<file path="src/rtl/lcdw_pkg.sv">
`timescale 1ns/1ps
package lcdw_pkg;

   localparam int unsigned BUSY_BIT  = 7;
   localparam int unsigned INIT_LEN  = 4;
   localparam logic [7:0]  CMD_LINE0 = 8'h80;
   localparam logic [7:0]  CMD_LINE1 = 8'hC0;

   typedef enum logic [2:0] {
      ST_IDLE,
      ST_POLL_GO,
      ST_POLL_WAIT,
      ST_WR_GO,
      ST_WR_WAIT,
      ST_NEXT
   } seq_st_t;

   typedef enum logic [1:0] {
      JOB_INIT,
      JOB_ONE,
      JOB_TEXT
   } job_t;

   typedef enum logic [1:0] {
      PH_IDLE,
      PH_SETUP,
      PH_HIGH,
      PH_HOLD
   } phase_t;

   typedef struct packed {
      logic       rs;
      logic [7:0] val;
   } lcd_word_t;

   // power-up commands, issued in index order
   function automatic logic [7:0] init_cmd(input logic [1:0] idx);
      case (idx)
         2'd0:    return 8'h38;
         2'd1:    return 8'h0C;
         2'd2:    return 8'h01;
         default: return 8'h06;
      endcase
   endfunction

   // text ROM contents, zero everywhere not listed
   function automatic logic [7:0] text_byte(input int unsigned a);
      case (a)
         0:       return 8'h4C;
         1:       return 8'h43;
         2:       return 8'h44;
         3:       return 8'h20;
         4:       return 8'h4F;
         5:       return 8'h4B;
         7:       return 8'h52;
         8:       return 8'h44;
         9:       return 8'h59;
         default: return 8'h00;
      endcase
   endfunction

endpackage

</file>
<file path="src/rtl/lcdw_text_rom.sv">
`timescale 1ns/1ps
module lcdw_text_rom #(
   parameter int unsigned DEPTH = 32,
   parameter int unsigned AW    = $clog2(DEPTH)
) (
   input  logic [AW-1:0] addr,
   output logic [7:0]    rd_val
);

   logic [7:0] mem [DEPTH];

   for (genvar a = 0; a < int'(DEPTH); a++) begin : g_word
      assign mem[a] = lcdw_pkg::text_byte(a);
   end

   assign rd_val = mem[addr];

endmodule

</file>
<file path="src/rtl/lcdw_bus_phy.sv">
`timescale 1ns/1ps
module lcdw_bus_phy
   import lcdw_pkg::*;
#(
   parameter int unsigned SETUP_CYC   = 2,
   parameter int unsigned EN_HIGH_CYC = 120,
   parameter int unsigned HOLD_CYC    = 2
) (
   input  logic       clk,
   input  logic       rst_n,
   input  logic       op_go,
   input  logic       op_read,
   input  logic       op_rs,
   input  logic [7:0] op_val,
   output logic       op_done,
   output logic       rd_busy,
   output logic       lcd_rs,
   output logic       lcd_rw,
   output logic       lcd_en,
   output logic [7:0] lcd_dout,
   output logic       lcd_doe,
   input  logic [7:0] lcd_din
);

   localparam int unsigned MAX_SH = (SETUP_CYC > HOLD_CYC) ? SETUP_CYC : HOLD_CYC;
   localparam int unsigned MAX_C  = (MAX_SH > EN_HIGH_CYC) ? MAX_SH : EN_HIGH_CYC;
   localparam int unsigned CW     = $clog2(MAX_C + 1);
   localparam logic [CW-1:0] SET_LD  = CW'(SETUP_CYC - 1);
   localparam logic [CW-1:0] HIGH_LD = CW'(EN_HIGH_CYC - 1);
   localparam logic [CW-1:0] HOLD_LD = CW'(HOLD_CYC - 1);

   if (SETUP_CYC < 1) begin : g_bad_setup
      $error("SETUP_CYC must be at least 1");
   end
   if (HOLD_CYC < 1) begin : g_bad_hold
      $error("HOLD_CYC must be at least 1");
   end
   if (EN_HIGH_CYC < 1) begin : g_bad_high
      $error("EN_HIGH_CYC must be at least 1");
   end

   phase_t        ph_q;
   logic [CW-1:0] cnt_q;
   logic          rs_q, rw_q, busy_q;
   logic [7:0]    val_q;
   logic          unused_status_bits;

   assign unused_status_bits = ^lcd_din[6:0];

   always_ff @(posedge clk) begin
      if (!rst_n) begin
         ph_q   <= PH_IDLE;
         cnt_q  <= '0;
         rs_q   <= 1'b0;
         rw_q   <= 1'b0;
         val_q  <= 8'h00;
         busy_q <= 1'b1;
      end else begin
         case (ph_q)
            PH_IDLE: begin
               if (op_go) begin
                  rs_q  <= op_rs;
                  rw_q  <= op_read;
                  val_q <= op_val;
                  cnt_q <= SET_LD;
                  ph_q  <= PH_SETUP;
               end
            end
            PH_SETUP: begin
               if (cnt_q == '0) begin
                  cnt_q <= HIGH_LD;
                  ph_q  <= PH_HIGH;
               end else begin
                  cnt_q <= cnt_q - 1'b1;
               end
            end
            PH_HIGH: begin
               if (cnt_q == '0) begin
                  if (rw_q) busy_q <= lcd_din[BUSY_BIT];
                  cnt_q <= HOLD_LD;
                  ph_q  <= PH_HOLD;
               end else begin
                  cnt_q <= cnt_q - 1'b1;
               end
            end
            default: begin
               if (cnt_q == '0) ph_q <= PH_IDLE;
               else             cnt_q <= cnt_q - 1'b1;
            end
         endcase
      end
   end

   assign op_done  = (ph_q == PH_HOLD) && (cnt_q == '0);
   assign rd_busy  = busy_q;
   assign lcd_rs   = rs_q;
   assign lcd_rw   = rw_q;
   assign lcd_en   = (ph_q == PH_HIGH);
   assign lcd_dout = val_q;
   assign lcd_doe  = (ph_q != PH_IDLE) && !rw_q;

endmodule

</file>
<file path="src/rtl/lcdw_seq.sv">
`timescale 1ns/1ps
module lcdw_seq
   import lcdw_pkg::*;
#(
   parameter int unsigned ROM_AW        = 5,
   parameter int unsigned TIMEOUT_POLLS = 1000
) (
   input  logic              clk,
   input  logic              rst_n,
   input  logic              in_valid,
   output logic              in_ready,
   input  logic              in_rs,
   input  logic [7:0]        in_byte,
   input  logic              str_go,
   input  logic              str_line,
   input  logic [ROM_AW-1:0] str_base,
   output logic [ROM_AW-1:0] rom_addr,
   input  logic [7:0]        rom_val,
   output logic              op_go,
   output logic              op_read,
   output logic              op_rs,
   output logic [7:0]        op_val,
   input  logic              op_done,
   input  logic              rd_busy,
   output logic              err_timeout
);

   localparam int unsigned PW = $clog2(TIMEOUT_POLLS + 1);
   localparam logic [PW-1:0] POLL_LAST = PW'(TIMEOUT_POLLS - 1);
   localparam logic [1:0]    INIT_LAST = 2'(INIT_LEN - 1);

   if (TIMEOUT_POLLS < 1) begin : g_bad_timeout
      $error("TIMEOUT_POLLS must be at least 1");
   end

   seq_st_t           st_q;
   job_t              job_q;
   logic [1:0]        idx_q;
   lcd_word_t         pend_q;
   logic [ROM_AW-1:0] ptr_q;
   logic [PW-1:0]     polls_q;
   logic              err_q;

   always_ff @(posedge clk) begin
      if (!rst_n) begin
         st_q    <= ST_POLL_GO;
         job_q   <= JOB_INIT;
         idx_q   <= 2'd0;
         pend_q  <= '{rs: 1'b0, val: init_cmd(2'd0)};
         ptr_q   <= '0;
         polls_q <= '0;
         err_q   <= 1'b0;
      end else begin
         case (st_q)
            ST_IDLE: begin
               if (in_valid) begin
                  pend_q  <= '{rs: in_rs, val: in_byte};
                  job_q   <= JOB_ONE;
                  polls_q <= '0;
                  err_q   <= 1'b0;
                  st_q    <= ST_POLL_GO;
               end else if (str_go) begin
                  pend_q  <= '{rs: 1'b0, val: (str_line ? CMD_LINE1 : CMD_LINE0)};
                  ptr_q   <= str_base;
                  job_q   <= JOB_TEXT;
                  polls_q <= '0;
                  err_q   <= 1'b0;
                  st_q    <= ST_POLL_GO;
               end
            end
            ST_POLL_GO: st_q <= ST_POLL_WAIT;
            ST_POLL_WAIT: begin
               if (op_done) begin
                  if (!rd_busy) begin
                     st_q <= ST_WR_GO;
                  end else if (polls_q == POLL_LAST) begin
                     err_q <= 1'b1;
                     st_q  <= ST_IDLE;
                  end else begin
                     polls_q <= polls_q + 1'b1;
                     st_q    <= ST_POLL_GO;
                  end
               end
            end
            ST_WR_GO: st_q <= ST_WR_WAIT;
            ST_WR_WAIT: begin
               if (op_done) st_q <= ST_NEXT;
            end
            default: begin
               polls_q <= '0;
               case (job_q)
                  JOB_INIT: begin
                     if (idx_q == INIT_LAST) begin
                        st_q <= ST_IDLE;
                     end else begin
                        idx_q  <= idx_q + 1'b1;
                        pend_q <= '{rs: 1'b0, val: init_cmd(idx_q + 1'b1)};
                        st_q   <= ST_POLL_GO;
                     end
                  end
                  JOB_TEXT: begin
                     if (rom_val == 8'h00) begin
                        st_q <= ST_IDLE;
                     end else begin
                        pend_q <= '{rs: 1'b1, val: rom_val};
                        ptr_q  <= ptr_q + 1'b1;
                        st_q   <= ST_POLL_GO;
                     end
                  end
                  default: st_q <= ST_IDLE;
               endcase
            end
         endcase
      end
   end

   assign in_ready    = (st_q == ST_IDLE);
   assign rom_addr    = ptr_q;
   assign op_go       = (st_q == ST_POLL_GO) || (st_q == ST_WR_GO);
   assign op_read     = (st_q == ST_POLL_GO);
   assign op_rs       = op_read ? 1'b0 : pend_q.rs;
   assign op_val      = pend_q.val;
   assign err_timeout = err_q;

endmodule

</file>
<file path="src/rtl/lcdw_ctrl.sv">
`timescale 1ns/1ps
module lcdw_ctrl #(
   parameter int unsigned CLK_PERIOD_PS = 4000,
   parameter int unsigned EN_HIGH_CYC   = 120,
   parameter int unsigned SETUP_CYC     = 2,
   parameter int unsigned HOLD_CYC      = 2,
   parameter int unsigned ROM_DEPTH     = 32,
   parameter int unsigned BUSY_TIMEOUT  = 1000,
   localparam int unsigned ROM_AW       = $clog2(ROM_DEPTH)
) (
   input  logic              clk,
   input  logic              rst_n,
   input  logic              in_valid,
   output logic              in_ready,
   input  logic              in_rs,
   input  logic [7:0]        in_byte,
   input  logic              str_go,
   input  logic              str_line,
   input  logic [ROM_AW-1:0] str_base,
   output logic              err_timeout,
   output logic              lcd_rs,
   output logic              lcd_rw,
   output logic              lcd_en,
   output logic [7:0]        lcd_dout,
   output logic              lcd_doe,
   input  logic [7:0]        lcd_din
);

   localparam longint unsigned EN_MIN_PS = 450000;

   if (longint'(EN_HIGH_CYC) * longint'(CLK_PERIOD_PS) < EN_MIN_PS) begin : g_en_short
      $error("enable pulse shorter than 450 ns");
   end
   if ((ROM_DEPTH < 2) || (ROM_DEPTH > 256) || ((ROM_DEPTH & (ROM_DEPTH - 1)) != 0)) begin : g_bad_rom
      $error("ROM_DEPTH must be a power of two from 2 to 256");
   end

   logic [ROM_AW-1:0] rom_addr;
   logic [7:0]        rom_val;
   logic              op_go, op_read, op_rs, op_done, rd_busy;
   logic [7:0]        op_val;

   lcdw_text_rom #(.DEPTH(ROM_DEPTH), .AW(ROM_AW)) u_rom (
      .addr   (rom_addr),
      .rd_val (rom_val)
   );

   lcdw_seq #(.ROM_AW(ROM_AW), .TIMEOUT_POLLS(BUSY_TIMEOUT)) u_seq (
      .clk         (clk),
      .rst_n       (rst_n),
      .in_valid    (in_valid),
      .in_ready    (in_ready),
      .in_rs       (in_rs),
      .in_byte     (in_byte),
      .str_go      (str_go),
      .str_line    (str_line),
      .str_base    (str_base),
      .rom_addr    (rom_addr),
      .rom_val     (rom_val),
      .op_go       (op_go),
      .op_read     (op_read),
      .op_rs       (op_rs),
      .op_val      (op_val),
      .op_done     (op_done),
      .rd_busy     (rd_busy),
      .err_timeout (err_timeout)
   );

   lcdw_bus_phy #(
      .SETUP_CYC   (SETUP_CYC),
      .EN_HIGH_CYC (EN_HIGH_CYC),
      .HOLD_CYC    (HOLD_CYC)
   ) u_phy (
      .clk      (clk),
      .rst_n    (rst_n),
      .op_go    (op_go),
      .op_read  (op_read),
      .op_rs    (op_rs),
      .op_val   (op_val),
      .op_done  (op_done),
      .rd_busy  (rd_busy),
      .lcd_rs   (lcd_rs),
      .lcd_rw   (lcd_rw),
      .lcd_en   (lcd_en),
      .lcd_dout (lcd_dout),
      .lcd_doe  (lcd_doe),
      .lcd_din  (lcd_din)
   );

endmodule

</file>
<file path="config.mk">
export PLATFORM = sky130hd
export DESIGN_NAME = lcdw_ctrl
export DESIGN_NICKNAME = d
export VERILOG_FILES = /design/src/rtl/lcdw_pkg.sv /design/src/rtl/lcdw_text_rom.sv /design/src/rtl/lcdw_bus_phy.sv /design/src/rtl/lcdw_seq.sv /design/src/rtl/lcdw_ctrl.sv
export SDC_FILE = /design/constraint.sdc
export NUM_CORES = 1
export LEC_CHECK = 0
export BUFFER_PORTS_ARGS = -buffer_cell sky130_fd_sc_hd__buf_4
export CAP_MARGIN = 15
export CORE_ASPECT_RATIO = 1.25
export CORE_MARGIN = 2
export CORE_UTILIZATION = 30
export DETAILED_ROUTE_END_ITERATION = 7
export GPL_TIMING_DRIVEN = 0
export PLACE_DENSITY = 0.46
export SLEW_MARGIN = 20
export SYNTH_ARGS = -nofsm -noshare
export SYNTH_HDL_FRONTEND = slang
export SYNTH_HIERARCHICAL = 1
export SYNTH_SLANG_ARGS = --single-unit
</file>
<file path="constraint.sdc">
create_clock -name clk -period 6.3 [get_ports clk]
set_clock_uncertainty 0.1 [all_clocks]
set_input_delay 0 -clock clk [delete_from_list [all_inputs] [get_ports clk]]
set_output_delay 0 -clock clk [all_outputs]
set_load 0.02 [all_outputs]
</file>
Yosys cells after proc, flatten, opt, wreduce, memory -nomap -nowiden

Memory sizes are Yosys's and may differ from the RTL's.
Index checks and enable logic that the tools add are counted.

Bitwise gates (word level): 5
Order comparisons: 1
Multiplexer cells: 50
Equal/unequal tests: 27
$add $sub $neg: 4
Reductions and logical operators: 30

Operators with widths:

| kind                                                            | number |
|---|---|
| 10-bit two-way mux                                              | 5 |
| 9-bit two-way mux                                               | 4 |
| 9-bit one-hot mux with 2 select lines                           | 2 |
| 7-bit two-way mux                                               | 5 |
| 10-bit one-hot mux with 3 select lines                          | 1 |
| 7-bit one-hot mux with 3 select lines                           | 1 |
| 5-bit two-way mux                                               | 4 |
| 5-bit AND reduction                                             | 4 |
| 6-bit one-hot mux with 3 select lines                           | 1 |
| 8-bit two-way mux                                               | 2 |
| 3-bit two-way mux                                               | 5 |
| 3-bit one-hot mux with 5 select lines                           | 1 |
| 2-bit two-way mux                                               | 6 |
| 2-bit != test, second input constant                            | 6 |
| 10-bit by 1-bit adder with 10-bit output, second input constant | 1 |
| 10-bit equality test, second input constant                     | 1 |
| 2-bit equality test, second input constant                      | 5 |
| 2-bit by 1-bit != test with 1-bit output, second input constant | 5 |
| 5-bit one-hot mux with 2 select lines                           | 1 |
| 2-bit nonzero test                                              | 5 |
| 1-bit two-way mux                                               | 9 |
| 3-bit AND reduction                                             | 3 |
| 8-bit logical NOT                                               | 1 |
| 7-bit logical NOT                                               | 1 |
| 27 further kinds                                                | 38 |

Memories: 1
Memory bits (read-only): 256
Logic and storage cells: 132
Input port bits: 27
Register bits: 52
Output and inout bits: 14

Memories:

| memory           | depth | bits a word | read ports | clocked after memory_dff | wr ports | line                | RTL |
|---|---|---|---|---|---|---|---|
| (name not given) | 32    | 8           | 1          | 0                        | 0        | lcdw_text_rom.sv:16 | `assign rd_val = mem[addr];` |

Logic depth before layout (Yosys ltp)

Gate-level depths: netlist (run 1).

Depth after elaboration: 8
Depth in mapped cells: 10

By module

The synthesis (run 1) kept the hierarchy.

By module, submodules not included:

| module        | area an instance (µm²) | cells each | seq. area each (µm²) | instances |
|---|---|---|---|---|
| lcdw_seq      | 1989.4                 | 251        | 640.6                | 1 |
| lcdw_bus_phy  | 1136.1                 | 139        | 400.4                | 1 |
| lcdw_text_rom | 167.7                  | 24         | 0.0                  | 1 |

Least setup slack after synthesis (run 1)

No wires, ideal clock.

Path kind: register to register
Start: register u_phy.cnt_q[0]
End: register u_seq.polls_q[7]
Buffers on the path: 0
Arrival time: 2.202 ns
Required time: 6.129 ns
Clock period less this slack: 2.373 ns
Slack: 3.927 ns
Cell stages (with the launch flop): 10
Path through: dfxtp_1 -> inv_1 -> ha_1 -> nor2b_1 -> and3_1 -> nor2_1 -> nor3_4 -> o221ai_4 -> or4_1 -> a21oi_1

Longest elaborated chain between the ends: 4

RTL lines:

| item                                 | line               | RTL |
|---|---|---|
| start: declaration                   | lcdw_bus_phy.sv:43 | `logic [CW-1:0] cnt_q;` |
| start signal: assignment             | lcdw_bus_phy.sv:74 | `cnt_q <= cnt_q - 1'b1;` |
| start signal: assignment             | lcdw_bus_phy.sv:83 | `cnt_q <= cnt_q - 1'b1;` |
| start signal: assignment             | lcdw_bus_phy.sv:88 | `else cnt_q <= cnt_q - 1'b1;` |
| 7-bit logical NOT                    | lcdw_bus_phy.sv:94 | `assign op_done = (ph_q == PH_HOLD) && (cnt_q == '0);` |
| 1-bit logical AND                    | lcdw_bus_phy.sv:94 |  |
| via op_done                          | lcdw_ctrl.sv:40    | `logic op_go, op_read, op_rs, op_done, rd_busy;` |
| 2-bit != test (no source line)       | -                  |  |
| 5-bit AND reduction (no source line) | -                  |  |
| end signal: assignment               | lcdw_seq.sv:80     | `polls_q <= polls_q + 1'b1;` |
| end: declaration                     | lcdw_seq.sv:41     | `logic [PW-1:0] polls_q;` |

The timed path passes the listed nets, and every way through them passes these cells.
A chain may end at the register's enable or synchronous reset.

Worst setup path after layout (run 1)

Start: register u_seq.ptr_q[0] (netlist: u_seq/rom_addr[0])
End: register u_seq.pend_q, in the netlist u_seq/op_val[2]

Longest elaborated chain between the ends: 7

RTL lines:

| item                                                   | line                | RTL |
|---|---|---|
| start: declaration                                     | lcdw_seq.sv:40      | `logic [ROM_AW-1:0] ptr_q;` |
| start signal: assignment                               | lcdw_seq.sv:64      | `ptr_q <= str_base;` |
| start signal: assignment                               | lcdw_seq.sv:106     | `ptr_q <= ptr_q + 1'b1;` |
| 5-bit inverter with 6-bit output (implied by the code) | lcdw_text_rom.sv:16 |  |
| memory 32 x 8 bit                                      | -                   |  |
| 8-bit two-way mux (implied by the code) (2 in series)  | lcdw_text_rom.sv:16 |  |
| via rom_val[3]                                         | lcdw_ctrl.sv:39     | `logic [7:0] rom_val;` |
| 8-bit logical NOT                                      | lcdw_seq.sv:102     | `if (rom_val == 8'h00) begin` |
| 3-bit != test (no source line)                         | -                   |  |
| 5-bit AND reduction (no source line)                   | -                   |  |
| end signal: assignment                                 | lcdw_seq.sv:63      | `pend_q <= '{rs: 1'b0, val: (str_line ? CMD_LINE1 : CMD_LINE0)};` |
| end signal: assignment                                 | lcdw_seq.sv:97      | `pend_q <= '{rs: 1'b0, val: init_cmd(idx_q + 1'b1)};` |
| end signal: assignment                                 | lcdw_seq.sv:105     | `pend_q <= '{rs: 1'b1, val: rom_val};` |
| end: declaration                                       | lcdw_seq.sv:39      | `lcd_word_t pend_q;` |

The timed path passes the listed nets, and every way through them passes these cells. The select of a mux whose other input is x is not followed.

==> impl_metrics.tcl, run 1 <==
set metrics [dict create \
    drv_slew 0 \
    syn_inst 414 \
    fillerInstances 1155 \
    antenna_cells 0 \
    path_cells "nor2b_4, xor2_1, nor3_1, nor4_1, a21oi_1, o31ai_2, buf_2, nand3_1, o41ai_1" \
    antenna_found_initial 0 \
    r2r_slack_ns 3.30 \
    cpMaxStageDelayCell "o31ai_2" \
    synth_cell_types 70 \
    r2r-end "u_seq/op_val[2]" \
    drt_wl_total_mm 8.53 \
    peakVddDrop_v 0.000143 \
    post_cts_resized 0 \
    yosys.area.top_type "dfxtp_1" \
    clk_pin_slew_worst_paths_ns 0.08 \
    ys_seq_elements 52 \
    grt_max_degree 19 \
    fmax_ghz 0.333 \
    drt_first_pass_iters 6 \
    hold_violations 0 \
    grt_setup_unrepaired "no" \
    tns_ns 0 \
    worst_setup_path_start_kind "flop" \
    yosysWarnings 6 \
    dieHeight_um 121 \
    cts-root-buf "clkbuf_16" \
    core_area_um2 10700 \
    rows 42 \
    syn_area_um2 3290 \
    outcome "finished clean" \
    cts.path.max_buffers 2 \
    place_area_um2 3710 \
    worstSetupEndpointType "flop" \
    synth-edff-count 0 \
    num-nets-final 504 \
    postSynthNetCount 454 \
    final_antenna_net_count 0 \
    cp.required_ns 6.40 \
    fp.dieW_um 97.7 \
    gp_congestion 0.773 \
    ctsHtreeMaxLevel 2 \
    vias 3046 \
    drt_first_iter_violations 108 \
    netlist_top_cells_area "dfxtp_1 32%, nand2_1 7.3%, a21oi_1 5.6%" \
    hold_path.class "input port to flop" \
    r2r_cells 9 \
    ys_seq_area_share_pct 31.6 \
    area_delta_synth_final_pct 20.1 \
    grt-ovfl-total 0 \
    synth_top_area_share_pct 31.6 \
    critical_path.max_stage_delay_ns 0.58 \
    synth.avg_cell_area_um2 7.95 \
    finalCritPeriodShare_pct 47.7 \
    grt_pass1_wl_mm 14.5 \
    io_pins 41 \
    initial_core_util_pct 30.9 \
    cp_top_family "simple AND/OR/NAND/NOR gates" \
    dpl.hpwl_mm 6.38 \
    async_reset_ff_share_pct 0 \
    drc 0 \
    worst_pin_slew_ns 0.666 \
    cp.buffers_inverters 1 \
    cts_tree "yes" \
    cts.sinks 52 \
    cts_buffers 5 \
    avgRoutedWirePerCell_um 14.3 \
    crit_arrival_ns 3.10 \
    worst-setup-path-type "flop to flop" \
    fin_util_pct 37.1 \
    crit_path_max_fanout 11 \
    finalSetupViolCount 0 \
    r2r-start "u_seq/rom_addr[0]" \
    cp-startpoint "u_seq/rom_addr[0]" \
    cap_violations 0 \
    dieArea_um2 11800 \
    synthFlopType "dfxtp_1" \
    via_per_inst 5.10 \
    clock_latency_ns 0.29 \
    power.density_cell_area_nw_per_um2 461 \
    min_period_ns 3.00 \
    power_leakage_uw 0.00154 \
    worst-path-stages 9 \
    final_cell_area_um2 3960 \
    grt_util_all_layers_pct 14.8 \
    max_slew_margin_pct 55.5 \
    io_buffers 33 \
    first_global_vias 3022 \
    layout-drive-gt1-share_pct 17.4 \
    crit_end "u_seq/op_val[2]" \
]
[through the flow]
stage | hold slack (ns) | setup WS [ns] | instances | total power [µW]
finish | 0.0196 | 3.30 | 597 | 1820
CTS | 0.0150 | 3.29 | 597 | 1840
floorplan | 0.0251 | 3.93 | 414 | 1290
detailed placement | 0.128 | 3.31 | 579 | 1540
global placement | 0.136 | 3.30 | 579 | 1540
global route | 0.0478 | 2.96 | 597 | 1990
[logic make-up after synthesis]
group                      Yosys count  synth area share, %
muxes                                7                 2.13
and+or+nand+nor                    177                 28.5
AOI/OAI and AO/OA                  112                 24.0
xor gates and xnor gates             4                 1.06
DFF                                 52                 31.6
other                                1                0.114
adders and majority gates           14                 5.28
buffers and inverters               47                 7.33
[repair_timing]
| action | in CTS | in global routing |
|---|---|---|
| endpoints found under the hold margin | 10 | 0 |
| endpoints found under the setup margin | 0 | 0 |
| buffers inserted | 0 | 0 |
| hold buffers | 10 | 0 |
[area by class of cell]
class | count | area [µm²] | share of cell area [%]
sequential | 52 | 1040 | 26.3
tap | 132 | 165 | 4.17
inverter | 17 | 63.8 | 1.61
timing repair buffer | 43 | 348 | 8.79
clock buffer | 5 | 125 | 3.16
clock inverter | 3 | 25.0 | 0.633
multi-input combinational | 315 | 2010 | 50.8
buffer | 30 | 178 | 4.49
[worst min-delay path, cell delays in order]
cell,delay [ns]
buf_4,0.10
and2_1,0.16
o211a_1,0.13
[synthesized netlist by cell type (2+ instances only)]
cell and count:
o211ai_1 5, a31o_2 4, ha_1 13, o31ai_1 9, a311o_1 2, xnor2_1 2
inv_1 15, nand4_1 7, clkbuf_1 12, nand3_1 13, o21ai_0 13, a21oi_1 37
nor2_1 26, nor2b_1 7, nand2_1 64, nor3b_1 5, and2_1 4, mux2i_1 7
dfxtp_1 52, nand2b_1 7, buf_4 10, o41ai_1 3, a31oi_1 8, o32ai_1 2
a32o_1 2, a311oi_1 2, or3_1 5, o311a_1 2, nand3b_1 2, nor3_1 14
a221oi_2 2, buf_6 3, a211oi_1 3, buf_2 4, xor2_1 2, and3_1 5
nor4_1 4, o22ai_1 4, o21ai_1 2
[cells in the final DEF, fill, tap and decap left out, types with 3 or more instances in the layout]
cell type / synthesis / final
nor2_1: 26 / 26
a31oi_1: 8 / 8
and2_1: 4 / 4
mux2i_1: 7 / 7
clkbuf_16: 0 / 5
nand2b_1: 7 / 7
nand4_1: 7 / 7
o211ai_1: 5 / 5
a31o_2: 4 / 4
o21ai_0: 13 / 13
nor2b_1: 7 / 7
buf_6: 3 / 3
nor3b_1: 5 / 5
o22ai_1: 4 / 4
dfxtp_1: 52 / 52
inv_1: 15 / 15
nor4_1: 4 / 4
dlygate4sd3_1: 0 / 10
ha_1: 13 / 13
o41ai_1: 3 / 3
nand3_1: 13 / 13
buf_2: 4 / 4
o31ai_1: 9 / 9
buf_4: 10 / 43
clkbuf_1: 12 / 12
and3_1: 5 / 5
or3_1: 5 / 5
a21oi_1: 37 / 37
a211oi_1: 3 / 3
nand2_1: 64 / 64
nor3_1: 14 / 14
[routing by layer]
metal | part of all wire (%) | vias up | global-route usage (%) | wire length, µm
met5 | 0 | - | 0 | 0
met4 | 1.9 | 0 | 4.95 | 162
met3 | 2.4 | 12 | 2.30 | 201
met2 | 49 | 38 | 25.6 | 4140
met1 | 47 | 1404 | 18.8 | 4020
li1 | - | 1592 | - | -
[registers in the layout, indices dropped and copies added, names as in the netlist]
signal,cells
u_phy/lcd_rw,1
u_seq/err_timeout,1
u_seq/pend_q,1
u_phy/ph_q,2
u_phy/cnt_q,7
u_phy/rd_busy,1
u_seq/op_val,8
u_seq/st_q,3
u_seq/polls_q,10
u_phy/lcd_dout,8
u_seq/rom_addr,5
u_seq/idx_q,2
u_seq/job_q,2
u_phy/lcd_rs,1
[report_power, final]
| part | total [µW] | internal [µW] | switching [µW] |
|---|---|---|---|
| Sequential | 496 | 412 | 84.1 |
| Clock | 285 | 151 | 135 |
| Combinational | 1040 | 425 | 618 |
[worst min path at each step]
| stage | to | slack (ns) | startpoint | depth (start not counted) |
|---|---|---|---|---|
| finish | u_seq/job_q[1] | 0.02 | str_go | 3 |
| global route | u_seq/job_q[1] | 0.05 | str_go | 3 |
| CTS | u_seq/job_q[1] | 0.02 | str_go | 3 |
| detailed placement | u_phy/rd_busy | 0.13 | lcd_din[7] | 3 |
| global placement | u_phy/rd_busy | 0.14 | lcd_din[7] | 3 |
| floorplan | u_phy/rd_busy | 0.03 | lcd_din[7] | 2 |
Note: power is estimated with default switching activity, not from simulation.
==> run 2: changes to the inputs <==
PLACE_DENSITY = 0.47   (was 0.46)
clock period = 2.7 ns   (was 6.3 ns; I/O delays follow)
==> impl_metrics.tcl, run 2 (synthesis results as in run 1) <==
set metrics [dict create \
    io_pins 41 \
    grt_util_all_layers_pct 15.1 \
    initial_core_util_pct 30.9 \
    r2r-end "u_seq/op_val[1]" \
    fin_total_pwr_uw 4510 \
    dieArea_um2 11800 \
    fmax_ghz 0.397 \
    r2r-start "u_seq/rom_addr[2]" \
    path_cells "buf_4, nor2b_4, o41ai_1, nor4_2, a21oi_1, o31ai_4, buf_4, a311o_1, a21oi_1" \
    cts.sinks 52 \
    cp.buffers_inverters 2 \
    max_slew_margin_pct 58.5 \
    cts_tree "yes" \
    grt_max_degree 19 \
    crit_path_max_fanout 9 \
    p_int_uw 2480 \
    antenna_found_initial 0 \
    finalSetupViolCount 0 \
    largest_register_ff_count 10 \
    final_common_cell "nand2_1" \
    hold_depth 4 \
    cp.required_ns 2.83 \
    grt_setup_unrepaired "no" \
    critical_path.max_stage_delay_ns 0.48 \
    hold_path.class "input port to flop" \
    hold_start "str_base[2]" \
    min_period_ns 2.52 \
    worst_pin_slew_ns 0.622 \
    tns_ns 0 \
    final_antenna_net_count 0 \
    drt_first_iter_violations 173 \
    dieHeight_um 121 \
    drt_wl_total_mm 8.74 \
    num-nets-final 511 \
    layout-drive-gt1-share_pct 20.3 \
    pwr-share-comb_pct 59.3 \
    outcome "finished clean" \
    drc 0 \
    layout_common_cells "64 x nand2_1, 51 x buf_4, 51 x dfxtp_1" \
    rows 42 \
    grt_pass1_wl_mm 14.7 \
    worstSetupEndpointType "flop" \
    hold_end "u_seq/rom_addr[2]" \
    r2r_slack_ns 0.18 \
    antenna_cells 0 \
    drt_first_pass_iters 4 \
    regMostFlops "u_seq/polls_q" \
    finalCritPeriodShare_pct 93.2 \
    fin_hold_ws_ns 0.0217 \
    wl_met1_mm 3.97 \
    io_buffers 33 \
    area_delta_synth_final_pct 22.9 \
    cpMaxStageDelayCell "o41ai_1" \
    clock_latency_ns 0.30 \
    peakVddDrop_v 0.000341 \
    top_layer "met4" \
    fin_util_pct 37.9 \
    worst-setup-path-type "flop to flop" \
    p_seq_share_pct 25.9 \
    fp.dieW_um 97.7 \
    drv_slew 0 \
    wl_met2_mm 4.37 \
    switchingPower_uw 2030 \
    power_leakage_uw 0.00158 \
    vias 3119 \
    via_per_inst 5.16 \
    route.met3.wl_um 257 \
    p_clk_share_pct 14.9 \
    gp_congestion 0.749 \
    worst_setup_path_start_kind "flop" \
    clk_pin_slew_worst_paths_ns 0.07 \
    cts.path.max_buffers 2 \
    crit_arrival_ns 2.65 \
    p_sw_share_pct 45.1 \
    grt-ovfl-total 0 \
    cap_violations 0 \
    cts_buffers 5 \
    ctsHtreeMaxLevel 2 \
    r2r_cells 9 \
    power.density_cell_area_nw_per_um2 1110 \
    first_global_vias 3016 \
    hold_violations 0 \
    core_area_um2 10700 \
    cp_top_family "compound AO/OA/AOI/OAI gates" \
    dpl.hpwl_mm 6.51 \
    avgRoutedWirePerCell_um 14.5 \
    cts-root-buf "clkbuf_16" \
]
==> run 2: worst max path at each step <==
stage	start	endpoint	slack, ns	cells after the start
floorplan	u_phy/cnt_q[0]	u_seq/polls_q[7]	0.33	9
global placement	u_seq/rom_addr[0]	u_seq/op_val[7]	-0.34	9
detailed placement	u_seq/rom_addr[0]	u_seq/op_val[7]	-0.33	9
CTS	u_seq/rom_addr[0]	u_seq/op_val[7]	-0.004	9
global route	u_phy/cnt_q[0]	u_seq/polls_q[7]	0.0006	9
finish	u_seq/rom_addr[2]	u_seq/op_val[1]	0.18	9
==> run 2: cell type report <==
| cell class | instances | area (µm²) |
|---|---|---|
| clock buffers | 5 | 125 |
| well taps | 132 | 165 |
| plain buffers | 30 | 178 |
| fillers | 1154 | 6620 |
| repair buffers | 50 | 398 |
| flip-flops and latches | 52 | 1040 |
| multi-input cells | 315 | 2050 |
| inverters | 17 | 63.8 |
| clock inverters | 3 | 27.5 |
==> run 2: layer usage <==
metal | up-vias | track usage, %
li1 | 1607 | -
met1 | 1454 | 18.9
met2 | 48 | 26.6
met3 | 10 | 2.42
met4 | 0 | 4.51
met5 | - | 0
==> run 2: power by group through the flow <==
| stage | Clock (µW) | Sequential, µW | Combinational [µW] |
|---|---|---|---|
| floorplan | 0 | 1170 | 1840 |
| global placement | 0 | 1180 | 2430 |
| detailed placement | 0 | 1180 | 2420 |
| CTS | 702 | 1160 | 2470 |
| global route | 723 | 1200 | 2950 |
| finish | 670 | 1170 | 2670 |
==> run 2: timing repair <==
action | 4_1_cts | 5_1_grt
resized for setup | 4 | 5
setup buffers | 0 | 8
endpoints found under the hold margin | 9 | 0
hold buffers | 9 | 0
pin swaps | 0 | 3
endpoints found under the setup margin | 13 | 15
==> run 2: worst min-delay path, stage by stage <==
cell     delay [ns]
buf_4          0.11
nand2_1        0.06
o311a_1        0.15
o31ai_1        0.06
==> run 2: through the flow <==
stage | setup slack (ns) | instance area [µm²] | instances
2_1_floorplan | 0.327 | 3290 | 414
3_5_place_dp | -0.327 | 3710 | 579
4_1_cts | -0.00443 | 3970 | 596
3_3_place_gp | -0.342 | 3710 | 579
6_report | 0.183 | 4050 | 604
5_1_grt | 0.000610 | 4050 | 604
==> run 3: changes to the inputs <==
ABC_AREA = 1   (was unset)
PLACE_DENSITY = 0.46   (was 0.47)
clock period = 2.4 ns   (was 2.7 ns; I/O delays follow)
==> impl_metrics.tcl, run 3 <==
set metrics [dict create \
    grt_max_degree 18 \
    final_cell_area_um2 4200 \
    finalCritPeriodShare_pct 93.3 \
    final_antenna_net_count 0 \
    synth_compound_area_share_pct 9.18 \
    antenna_cells 0 \
    yosysWarnings 6 \
    synth_mux_area_share_pct 0 \
    via_per_inst 4.59 \
    p_seq_share_pct 27.3 \
    switchingPower_uw 2260 \
    worst_pin_slew_ns 0.626 \
    finalSetupViolCount 0 \
    drt_wl_total_mm 8.63 \
    synth_adder_area_share_pct 4.61 \
    final_common_cell "nand2_1" \
    grt-ovfl-total 0 \
    initial_core_util_pct 30.5 \
    area_delta_synth_final_pct 18.9 \
    cp.required_ns 2.49 \
    vias 3398 \
    netlist_top_cells_area "dfxtp_1 30%, nand2_1 16%, nor2_1 9.0%" \
    hold_path.class "input port to flop" \
    fmax_ghz 0.446 \
    grt_util_all_layers_pct 14.2 \
    stdcell_count 741 \
    ys_seq_area_share_pct 29.5 \
    power_leakage_uw 0.00192 \
    grt_pass1_wl_mm 14.7 \
    synth_xor_xnor_area_share_pct 0.496 \
    num-nets-final 642 \
    p_clk_share_pct 15.3 \
    io_buffers 33 \
    crit_path_max_fanout 8 \
    dpl.hpwl_mm 6.70 \
    drc 0 \
    cts_tree "yes" \
    postSynthNetCount 593 \
    max_slew_margin_pct 58.2 \
    async_reset_ff_share_pct 0 \
    core_area_um2 11600 \
    cts_buffers 5 \
    worstSetupEndpointType "flop" \
    fp.dieW_um 101 \
    grt_setup_unrepaired "no" \
    cts-root-buf "clkbuf_16" \
    ys_seq_elements 52 \
    p_sw_share_pct 47.2 \
    pwr-share-comb_pct 57.3 \
    yosysMostFrequentCell "nand2_1" \
    largest_register_ff_count 10 \
    min_period_ns 2.24 \
    layout_common_cells "149 x nand2_1, 84 x nor2_1, 55 x inv_1" \
    first_global_vias 3189 \
    yosys.area.top_type "dfxtp_1" \
    gp_congestion 0.863 \
    outcome "finished clean" \
    antenna_found_initial 0 \
    synth_cell_types 37 \
    layout-drive-gt1-share_pct 17.6 \
    dp.cells 724 \
    peakVddDrop_v 0.000397 \
    p_int_uw 2530 \
    rows 44 \
    synthFlopType "dfxtp_1" \
    synth_top_area_share_pct 29.5 \
    drt_first_pass_iters 5 \
    crit_arrival_ns 2.33 \
    syn_inst 553 \
    cts.path.max_buffers 2 \
    tns_ns 0 \
    dieHeight_um 125 \
    synth_top_family_by_area "simple AND/OR/NAND/NOR gates" \
    power.density_cell_area_nw_per_um2 1140 \
    cts.sinks 52 \
    synthSimpleGateAreaFrac_pct 44.9 \
    synth_common_cells "149 x nand2_1, 85 x nor2_1, 55 x inv_1" \
    drv_slew 0 \
    regMostFlops "u_seq/polls_q" \
    clock_latency_ns 0.30 \
    hold_violations 0 \
    dieArea_um2 12700 \
    syn_area_um2 3530 \
    synth.avg_cell_area_um2 6.38 \
    io_pins 41 \
    worst_setup_path_start_kind "flop" \
    worst-setup-path-type "flop to flop" \
    avgRoutedWirePerCell_um 11.6 \
    clk_pin_slew_worst_paths_ns 0.08 \
    cap_violations 0 \
    synth-edff-count 0 \
    ctsHtreeMaxLevel 2 \
    drt_first_iter_violations 154 \
    place_area_um2 3950 \
]
## run 3: final timing paths
path                        start               end  slack (ns)  cells after the start
setup / recovery   u_phy/cnt_q[0]  u_seq/polls_q[9]        0.16                     14
hold / removal         in_byte[3]   u_seq/op_val[3]        0.01                      5
setup reg to reg   u_phy/cnt_q[0]  u_seq/polls_q[9]        0.16                     14
hold reg to reg   u_seq/op_val[4]   u_seq/op_val[4]        0.37                      2
## run 3: cell families (layout without fill, tap and decap cells)
| kind of cell | after synthesis | count (layout) |
|---|---|---|
| and+or+nand+nor | 335 | 335 |
| buffers and inverters | 87 | 137 |
| DFF | 52 | 52 |
| AOI/OAI and AO/OA | 63 | 63 |
| other | 1 | 1 |
| adders and majority gates | 13 | 13 |
| xor gates and xnor gates | 2 | 2 |
## run 3: what timing repair did
item | CTS | global route
gates resized for setup | 0 | 1
buffers inserted | 0 | 2
endpoints found under the hold margin | 14 | 0
hold buffers | 7 | 0
endpoints found under the setup margin | 0 | 10
## run 3: power groups by stage
stage	clock network, µW	registers, µW	logic, µW
6_report	736	1310	2750
5_1_grt	801	1350	3120
4_1_cts	769	1320	2730
3_5_place_dp	0	1330	2710
3_3_place_gp	0	1330	2710
2_1_floorplan	0	1370	1990
## run 3: critical path, stage by stage (launching register included)
cell,delay (ns)
dfxtp_1,0.33
inv_1,0.14
ha_1,0.20
inv_1,0.06
nor2_2,0.14
nand3_4,0.14
nor2_1,0.16
inv_1,0.07
nand3_2,0.13
nand3_2,0.16
nor2_8,0.18
buf_4,0.15
nand4_1,0.08
nand2_1,0.07
nor2_1,0.03
## run 3: metrics by stage
stage	hold WS (ns)	setup WS, ns	util [%]	power (µW)
3_3_place_gp	0.148	0.0964	34.2	4030
4_1_cts	0.00959	0.0665	36.0	4810
5_1_grt	0.0541	0.00433	36.3	5270
2_1_floorplan	0.0261	0.405	-	3360
3_5_place_dp	0.158	0.0816	34.2	4040
6_report	0.0147	0.160	36.3	4790
## run 3: routing by layer
metal  vias to the layer above  global-route usage (%)  share of wire [%]
met3                         5                    1.84                1.9
met5                         -                       0                  0
li1                       1834                       -                  -
met2                        33                    25.5                 52
met1                      1526                    17.7                 45
met4                         0                    3.34               0.86
## run 3: layout make-up
type | instances | area (µm²)
buffer | 18 | 133
clock buffer | 5 | 125
timing repair buffer | 42 | 345
clock inverter | 3 | 22.5
fill | 1292 | 7360
inverter | 69 | 264
sequential | 52 | 1040
tap | 138 | 173
multi-input combinational | 414 | 2090
